$ cat src/rtl/pcg_pkg.sv
package pcg_pkg;

    typedef enum logic [1:0] {
        ST_POWERUP  = 2'd0,
        ST_FREE     = 2'd1,
        ST_STEPPING = 2'd2
    } phase_state_e;

    localparam int unsigned NUM_BTN  = 2;
    localparam int unsigned BTN_STEP = 0;
    localparam int unsigned BTN_MODE = 1;

endpackage

$ cat src/rtl/pcg_debounce.sv
module pcg_debounce #(
    parameter int unsigned DEB_CYCLES = 16
) (
    input  logic osc_i,
    input  logic rst_ni,
    input  logic raw_i,
    output logic press_o
);
    localparam int unsigned CW = $clog2(DEB_CYCLES + 1);

    logic          sync_a;
    logic          sync_b;
    logic          level_q;
    logic          level_d;
    logic [CW-1:0] run_cnt;

    always_ff @(posedge osc_i or negedge rst_ni) begin
        if (!rst_ni) begin
            sync_a  <= 1'b0;
            sync_b  <= 1'b0;
            level_q <= 1'b0;
            level_d <= 1'b0;
            run_cnt <= '0;
        end else begin
            sync_a  <= raw_i;
            sync_b  <= sync_a;
            level_d <= level_q;
            if (sync_b != level_q) begin
                if (run_cnt == CW'(DEB_CYCLES - 1)) begin
                    level_q <= sync_b;
                    run_cnt <= '0;
                end else begin
                    run_cnt <= run_cnt + 1'b1;
                end
            end else begin
                run_cnt <= '0;
            end
        end
    end

    assign press_o = level_q & ~level_d;

endmodule

$ cat src/rtl/pcg_por.sv
module pcg_por #(
    parameter int unsigned POR_CYCLES = 64
) (
    input  logic osc_i,
    input  logic rst_ni,
    output logic por_o
);
    localparam int unsigned CW = $clog2(POR_CYCLES + 1);

    logic          active_q;
    logic [CW-1:0] edge_cnt;

    always_ff @(posedge osc_i or negedge rst_ni) begin
        if (!rst_ni) begin
            active_q <= 1'b1;
            edge_cnt <= '0;
        end else if (active_q) begin
            if (edge_cnt == CW'(POR_CYCLES - 1)) begin
                active_q <= 1'b0;
            end else begin
                edge_cnt <= edge_cnt + 1'b1;
            end
        end
    end

    assign por_o = active_q;

endmodule

$ cat src/rtl/pcg_phase_fsm.sv
module pcg_phase_fsm
    import pcg_pkg::*;
(
    input  logic         osc_i,
    input  logic         rst_ni,
    input  logic         por_i,
    input  logic         halt_i,
    input  logic         step_pulse_i,
    input  logic         mode_pulse_i,
    output logic         clk_o,
    output logic         clk_n_o,
    output phase_state_e state_o
);
    phase_state_e state_q, state_nxt;
    logic         pend_q, pend_nxt;
    logic         clk_q, clk_nxt;
    logic         clk_n_q;

    // state register
    always_ff @(posedge osc_i or negedge rst_ni) begin
        if (!rst_ni) begin
            state_q <= ST_POWERUP;
            pend_q  <= 1'b0;
        end else begin
            state_q <= state_nxt;
            pend_q  <= pend_nxt;
        end
    end

    // next state and next clock phase
    always_comb begin
        state_nxt = state_q;
        pend_nxt  = pend_q | mode_pulse_i;
        clk_nxt   = clk_q;
        unique case (state_q)
            ST_POWERUP: begin
                clk_nxt  = 1'b0;
                pend_nxt = 1'b0;
                if (!por_i) state_nxt = ST_FREE;
            end
            ST_FREE: begin
                if (!halt_i) begin
                    if (pend_q && !clk_q) begin
                        state_nxt = ST_STEPPING;
                        pend_nxt  = mode_pulse_i;
                    end else begin
                        clk_nxt = ~clk_q;
                    end
                end
            end
            ST_STEPPING: begin
                if (!halt_i) begin
                    if (pend_q && !clk_q) begin
                        state_nxt = ST_FREE;
                        pend_nxt  = mode_pulse_i;
                    end else if (step_pulse_i) begin
                        clk_nxt = ~clk_q;
                    end
                end
            end
            default: begin
                state_nxt = ST_POWERUP;
                clk_nxt   = 1'b0;
            end
        endcase
    end

    // output registers: both phases updated by the same edge
    always_ff @(posedge osc_i or negedge rst_ni) begin
        if (!rst_ni) begin
            clk_q   <= 1'b0;
            clk_n_q <= 1'b1;
        end else begin
            clk_q   <= clk_nxt;
            clk_n_q <= ~clk_nxt;
        end
    end

    assign clk_o   = clk_q;
    assign clk_n_o = clk_n_q;
    assign state_o = state_q;

endmodule

$ cat src/rtl/phase_clock_gen.sv
module phase_clock_gen
    import pcg_pkg::*;
#(
    parameter int unsigned DEB_CYCLES = 50000,
    parameter int unsigned POR_CYCLES = 1024
) (
    input  logic osc_i,
    input  logic rst_ni,
    input  logic halt_i,
    input  logic step_btn_i,
    input  logic mode_btn_i,
    output logic clk_o,
    output logic clk_n_o,
    output logic por_o
);
    logic [NUM_BTN-1:0] raw_btn;
    logic [NUM_BTN-1:0] btn_press;
    logic               step_pulse;
    logic               mode_pulse;
    phase_state_e       fsm_state;

    assign raw_btn[BTN_STEP] = step_btn_i;
    assign raw_btn[BTN_MODE] = mode_btn_i;

    for (genvar b = 0; b < NUM_BTN; b++) begin : g_btn
        pcg_debounce #(
            .DEB_CYCLES(DEB_CYCLES)
        ) u_deb (
            .osc_i  (osc_i),
            .rst_ni (rst_ni),
            .raw_i  (raw_btn[b]),
            .press_o(btn_press[b])
        );
    end

    assign step_pulse = btn_press[BTN_STEP];
    assign mode_pulse = btn_press[BTN_MODE];

    pcg_por #(
        .POR_CYCLES(POR_CYCLES)
    ) u_por (
        .osc_i (osc_i),
        .rst_ni(rst_ni),
        .por_o (por_o)
    );

    pcg_phase_fsm u_fsm (
        .osc_i       (osc_i),
        .rst_ni      (rst_ni),
        .por_i       (por_o),
        .halt_i      (halt_i),
        .step_pulse_i(step_pulse),
        .mode_pulse_i(mode_pulse),
        .clk_o       (clk_o),
        .clk_n_o     (clk_n_o),
        .state_o     (fsm_state)
    );

endmodule

$ cat config.mk
export PLATFORM = sky130hd
export DESIGN_NAME = phase_clock_gen
export DESIGN_NICKNAME = d
export VERILOG_FILES = /design/src/rtl/pcg_pkg.sv /design/src/rtl/pcg_debounce.sv /design/src/rtl/pcg_por.sv /design/src/rtl/pcg_phase_fsm.sv /design/src/rtl/phase_clock_gen.sv
export SDC_FILE = /design/constraint.sdc
export NUM_CORES = 1
export LEC_CHECK = 0
export CORE_MARGIN = 1
export CORE_UTILIZATION = 55
export CTS_BUF_LIST = sky130_fd_sc_hd__clkbuf_4
export DETAILED_ROUTE_END_ITERATION = 10
export PLACE_DENSITY_LB_ADDON = 0.08
export SLEW_MARGIN = 30
export SYNTH_ARGS = -nofsm -noshare
export SYNTH_HDL_FRONTEND = slang
export SYNTH_HIERARCHICAL = 1
export SYNTH_SLANG_ARGS = --single-unit
$ cat constraint.sdc
create_clock -name osc_i -period 1.4 [get_ports osc_i]
set_input_delay 0.35 -clock osc_i [delete_from_list [all_inputs] [get_ports osc_i]]
set_output_delay 0.35 -clock osc_i [all_outputs]
set_load 0.03 [all_outputs]
==> impl_metrics.csv, run 1 <==
group,metric,value,unit
worst_setup_path,crit_type,"reg2reg",
worst_setup_path,cp_max_fo,7,
synth,ys_ff_latch,57,
synth,postSynthNetCount,266,
finish,final_common_cell,"buf_4",
finish,n_antenna_cell,0,
synth,ys_types,46,
worst_setup_path,cp_cell_sequence,"nor4b_2, nand4_1, nand2_2, clkbuf_16, nor2_2",
worst_setup_path,critPathCaptureType,"flop",
synth,synth_edf_count,0,
synth,avgSynthCellArea,11.3,sq um
placement,place.port_buffers,7,
timing,layout_setup_ws,-0.191,ns
power,ir_drop,1070,uV
clocking,numClockSinks,57,
timing,drv_slew,0,
finish,layout-drive-gt1-share,0.504,
timing,finClkSkew,0.0187,ns
timing,finalSetupViolations,43,
worst_setup_path,cpPeakStageDelay,0.43,ns
worst_setup_path,r2r_start,"g_btn[0].u_deb/run_cnt[5]$_DFF_PN0_",
floorplanning,rows,25,
job,drv_cap,0,
outcome,violations,"negative setup slack",
routing,via_per_inst,5.76,
routing,antenna_left,0,
floorplanning,pin_count,8,
worst_hold_path,hold_class,"reg2reg",
global_routing,overflow,0,
timing,fin_crit,1.59,ns
finish,instances_no_fill,408,
routing,drt_wl_total,7.82,mm
clocking,clockBufferDepth,2,
timing,min_period_over_period,1.14,
routing,firstDrtPassIters,4,
worst_setup_path,slowest_stage,"dfrtp_1",
clocking,cts_tree,"yes",
worst_setup_path,crit_arrival,1.88,ns
floorplanning,dieHeight,74.4,microns
placement,dpl_cell_area,3400,sq um
worst_setup_path,startpoint_type,"flop",
routing,drt_iter0_drc,148,
timing,tns,-4.98,ns
finish,fin_nets,348,
finish,utilization,0.862,
global_routing,grt_pass1_vias,2122,
synth,synth_top_cell_by_area,"dfrtp_1",
worst_hold_path,min_from,"g_btn[1].u_deb/sync_a$_DFF_PN0_",
finish,layout_common_cells,"buf_4 (56), dfrtp_1 (54), xnor2_1 (23), nor2_4 (23), inv_1 (12)",
synth,async_flop_share,1.00,
clocking,worstSkewPairLatency,0.41,ns
worst_setup_path,cp_top_family,"simple AND/OR/NAND/NOR gates",
placement,dp.cells,373,
synth,syn_inst,254,
outcome,status,"complete, but fails checks",
global_routing,grt_pass1_wl,9.76,mm
floorplanning,design.core.area,4880,sq um
worst_setup_path,path_buf_inv,1,
worst_setup_path,crit_required,1.69,ns
finish,fill_cells,238,
floorplanning,die_w,74.4,microns
routing,vias,2349,
timing,rsz0062_at_grt,"true",
power,power_leakage,1.83,nW
synth,ys_seq_area_frac,0.496,
timing,tightest_slew,0.324,ns
synth,synth_top_cell_area_share,0.478,
clocking,cts.clk_slew.worst_paths,0.11,ns
floorplanning,dieArea,5530,sq um
floorplanning,start_util,0.591,
synth,synth_flop_cell,"dfrtp_1",
finish,finalInstanceArea,4210,sq um
global_routing,grt_antenna_before_repair,0,
timing,slew_headroom,0.783,
synth,synth_area_leaders,"dfrtp_1 (48%), xnor2_1 (8.2%), nor2_1 (4.0%)",
power,power_density,806,nW/um^2
synth,synth_area,2880,sq um
synth,yosys_warnings,6,
global_routing,grt_max_degree,58,
timing,fmax,0.629,GHz
placement,place.detailed.hpwl,3.71,mm
worst_setup_path,crit_start,"g_btn[0].u_deb/run_cnt[5]$_DFF_PN0_",
finish,syn_to_final_growth,46.0,%
clocking,cts_root_buffer,"clkbuf_4",
timing,hold_viol_final,0,
routing,routedWlPerCell,19.2,microns
placement,gp_congestion,0.788,
timing,hold_ws,0.360,ns
clocking,htree_levels,3,
routing,drc,0,
global_routing,grt_usage,0.236,
clocking,numCtsBuffers,9,
-- cells in the mapped netlist (4+ instances only) --
cell type  number
a21oi_1         8
and3_1          6
dfrtp_1        55
ha_1            7
inv_1          12
nand2_1         7
nand3_1        13
nand4_1         5
nor2_1         31
nor2_2          6
nor3_1         11
nor4_2          9
nor4b_1         4
xnor2_1        27
xor2_1          6
-- logic make-up after synthesis --
family | after synthesis | synth area share
fa+ha+maj | 7 | 0.0304
compound gates | 25 | 0.0699
flops | 57 | 0.496
buf+inv | 14 | 0.0234
xor+xnor | 33 | 0.100
mux | 4 | 0.0169
simple gates | 114 | 0.263
-- metrics by stage --
step / setup slack, ns / power [mW]
after floorplan: -0.135 / 1.80
after global placement: -0.155 / 1.92
after detailed placement: -0.190 / 1.92
after CTS: -0.126 / 3.33
after global routing: -0.251 / 3.51
final: -0.191 / 3.39
-- power by group --
group	leakage [nW]	internal [mW]	total, mW	switching, mW
Clock	0.0862	0.736	1.40	0.660
Combinational	0.976	0.135	0.287	0.153
Sequential	0.766	1.68	1.71	0.0289
-- registers in the layout (all words and copies together) (netlist names) --
signal / cells
u_por/por_o: 1
g_btn.u_deb/sync_a: 2
u_fsm/clk_n_o: 1
g_btn.u_deb/level_d: 2
u_fsm/state_o: 2
g_btn.u_deb/level_q: 2
u_fsm/clk_o: 1
g_btn.u_deb/run_cnt: 32
u_por/edge_cnt: 11
g_btn.u_deb/sync_b: 2
u_fsm/pend_q: 1
-- what timing repair did --
item / 4_1_cts / 5_1_grt
endpoints found under the hold margin: 55 / 0
pin swaps: 9 / 29
resized for setup: 21 / 72
buffers inserted: 8 / 11
cloned: 1 / 1
setup endpoints to repair: 38 / 48
hold buffers: 1 / 0
-- worst reg2reg max path: cells and delay by family, from the launching register on --
| kind | cells | cell delay [ns] |
|---|---|---|
| buffers and inverters | 1 | 0.20 |
| and+or+nand+nor | 4 | 0.84 |
| DFF | 1 | 0.43 |
-- cell type report --
type | count | area [sq um] | area share
Clock inverter | 6 | 82.6 | 0.0196
Clock buffer | 10 | 75.1 | 0.0178
Timing Repair Buffer | 73 | 667 | 0.159
Multi-Input combinational cell | 183 | 1820 | 0.433
Sequential cell | 57 | 1430 | 0.340
Inverter | 12 | 45.0 | 0.0107
Tap cell | 67 | 83.8 | 0.0199
-- metal layers --
metal  track usage  part of all wire
met2         0.366              0.52
met3        0.0623             0.029
met1         0.323              0.44
met4        0.0797             0.016
met5             0                 0
-- path summary, 6_finish.rpt --
| kind | slack [ns] | to | cells after the start |
|---|---|---|---|
| setup / recovery | -0.19 | g_btn[0].u_deb/run_cnt[12]$_DFF_PN0_ | 5 |
| hold / removal | 0.36 | g_btn[1].u_deb/sync_b$_DFF_PN0_ | 0 |
| setup reg to reg | -0.19 | g_btn[0].u_deb/run_cnt[12]$_DFF_PN0_ | 5 |
| hold reg to reg | 0.36 | g_btn[1].u_deb/sync_b$_DFF_PN0_ | 0 |
| max in group asynchronous | 0.64 | u_fsm/clk_n_o$_DFF_PN1_ | 3 |
| min in group asynchronous | 0.46 | u_fsm/state_o[1]$_DFFE_PN0P_ | 3 |
Power figures use the tool's default switching activity.
==> run 2: changes to the inputs <==
Clock period 1.4 ns to 1.3 ns, I/O delays scaled along.
==> impl_metrics.csv, run 2 (synthesized netlist as in run 1, its figures left out) <==
group,metric,value,unit
outcome,status,"complete, but fails checks",
outcome,violations,"negative setup slack",
timing,fmax,0.634,GHz
floorplanning,dieHeight,74.4,microns
worst_setup_path,cp_max_fo,3,
clocking,numCtsBuffers,9,
placement,gp_congestion,0.788,
finish,n_antenna_cell,0,
global_routing,overflow,0,
finish,layout-drive-gt1-share,0.491,
routing,drc,0,
timing,tightest_slew,0.355,ns
placement,place.port_buffers,7,
worst_setup_path,path_buf_inv,1,
global_routing,grt_antenna_before_repair,0,
global_routing,grt_pass1_vias,2217,
floorplanning,design.core.area,4880,sq um
worst_setup_path,critPathCaptureType,"flop",
worst_setup_path,cp_cell_sequence,"buf_6, nand4_1, nor3_2, mux2_4",
global_routing,grt_usage,0.244,
floorplanning,dieArea,5530,sq um
routing,drt_iter0_drc,80,
timing,hold_viol_final,0,
clocking,cts_tree,"yes",
finish,layout_common_cells,"buf_4 (61), dfrtp_1 (52), xnor2_1 (25)",
routing,via_per_inst,5.54,
worst_setup_path,cp_top_family,"flip-flops",
timing,finClkSkew,0.0113,ns
finish,top_register,"g_btn.u_deb/run_cnt",
timing,slew_headroom,0.763,
finish,fill_cells,252,
power,power_density,817,nW/um^2
routing,routedWlPerCell,17.4,microns
clocking,cts.clk_slew.worst_paths,0.10,ns
power,ir_drop,852,uV
finish,largest_register_ffs,32,
clocking,numClockSinks,57,
routing,vias,2309,
routing,firstDrtPassIters,4,
timing,layout_setup_ws,-0.277,ns
routing,drt_wl_total,7.27,mm
clocking,clockBufferDepth,2,
routing,antenna_left,0,
clocking,worstSkewPairLatency,0.38,ns
floorplanning,start_util,0.591,
timing,min_period_over_period,1.21,
worst_setup_path,crit_type,"reg2reg",
power,finalPower,3.38,mW
timing,fin_crit,1.58,ns
worst_hold_path,hold_class,"reg2reg",
finish,regArea,1430,sq um
worst_setup_path,slowest_stage,"dfstp_2",
global_routing,grt_max_degree,58,
finish,final_common_cell,"buf_4",
finish,multi_input_area,1720,sq um
finish,syn_to_final_growth,43.5,%
floorplanning,die_w,74.4,microns
worst_setup_path,crit_arrival,1.85,ns
timing,rsz0062_at_grt,"true",
global_routing,grt_pass1_wl,9.94,mm
finish,reg_top3,"g_btn.u_deb/run_cnt: 32 flops, u_por/edge_cnt: 11 flops",
worst_setup_path,startpoint_type,"flop",
placement,place.detailed.hpwl,3.92,mm
job,drv_cap,0,
timing,finalSetupViolations,50,
worst_setup_path,crit_required,1.57,ns
floorplanning,pin_count,8,
timing,drv_slew,0,
finish,fin_nets,357,
floorplanning,rows,25,
clocking,cts_root_buffer,"clkbuf_4",
timing,hold_ws,0.356,ns
worst_setup_path,cpPeakStageDelay,0.56,ns
power,power_leakage,1.82,nW
timing,tns,-6.24,ns
clocking,htree_levels,3,
[run 2: layout make-up]
cell class | instances | share of cell area
clock inverters | 5 | 0.0112
repair buffers | 82 | 0.175
inverters | 12 | 0.0109
clock buffers | 11 | 0.0200
flip-flops and latches | 57 | 0.346
multi-input cells | 183 | 0.416
well taps | 67 | 0.0203
[run 2: layer usage]
layer / wire length, microns / global-route usage / vias to the layer above
li1: - / - / 1084
met4: 179 / 0.111 / 0
met5: 0 / 0 / -
met3: 220 / 0.0420 / 16
met1: 3110 / 0.309 / 1163
met2: 3760 / 0.409 / 46
[run 2: timing repair]
item | in CTS | in global routing
hold endpoints to repair | 55 | 0
gates cloned | 0 | 1
pin swaps | 17 | 20
resized for setup | 37 | 34
setup buffers | 10 | 9
hold buffers | 1 | 0
endpoints found under the setup margin | 50 | 53
[run 2: worst register-to-register path, cell delays in order, from the launching register on]
cell and delay [ns]:
dfstp_2 0.56, buf_6 0.11, nand4_1 0.24, nor3_2 0.23, mux2_4 0.32
[run 2: power by group]
part | switching [mW] | internal [mW]
clock network | 0.640 | 0.610
registers | 0.0308 | 1.81
logic | 0.146 | 0.144
total | 0.817 | 2.56
[run 2: path summary, 6_finish.rpt]
check / start / end / slack [ns] / depth (start not counted)
max in group asynchronous: rst_ni / u_fsm/clk_n_o$_DFF_PN1_ / 0.54 / 3
hold reg to reg: g_btn[1].u_deb/sync_a$_DFF_PN0_ / g_btn[1].u_deb/sync_b$_DFF_PN0_ / 0.36 / 0
setup reg to reg: u_por/por_o$_DFF_PN1_ / u_por/edge_cnt[8]$_DFFE_PN0P_ / -0.28 / 4
hold / removal: g_btn[1].u_deb/sync_a$_DFF_PN0_ / g_btn[1].u_deb/sync_b$_DFF_PN0_ / 0.36 / 0
setup / recovery: u_por/por_o$_DFF_PN1_ / u_por/edge_cnt[8]$_DFFE_PN0P_ / -0.28 / 4
min in group asynchronous: rst_ni / u_por/edge_cnt[5]$_DFFE_PN0P_ / 0.47 / 3
[run 2: stage by stage]
step / std cells / area (sq um) / util / setup WS, ns
6_report: 417 / 4140 / 0.847 / -0.277
3_5_place_dp: 382 / 3480 / 0.713 / -0.249
4_1_cts: 409 / 3890 / 0.797 / -0.185
3_3_place_gp: 382 / 3480 / 0.713 / -0.231
5_1_grt: 417 / 4140 / 0.847 / -0.276
2_1_floorplan: 254 / 2900 / - / -0.234
==> run 3: changes to the inputs <==
Settings changed: CTS_CLUSTER_DIAMETER from default to 80.
==> results of run 3 <==
Same layout as run 2: the final DEF is identical, and so are final timing and power.
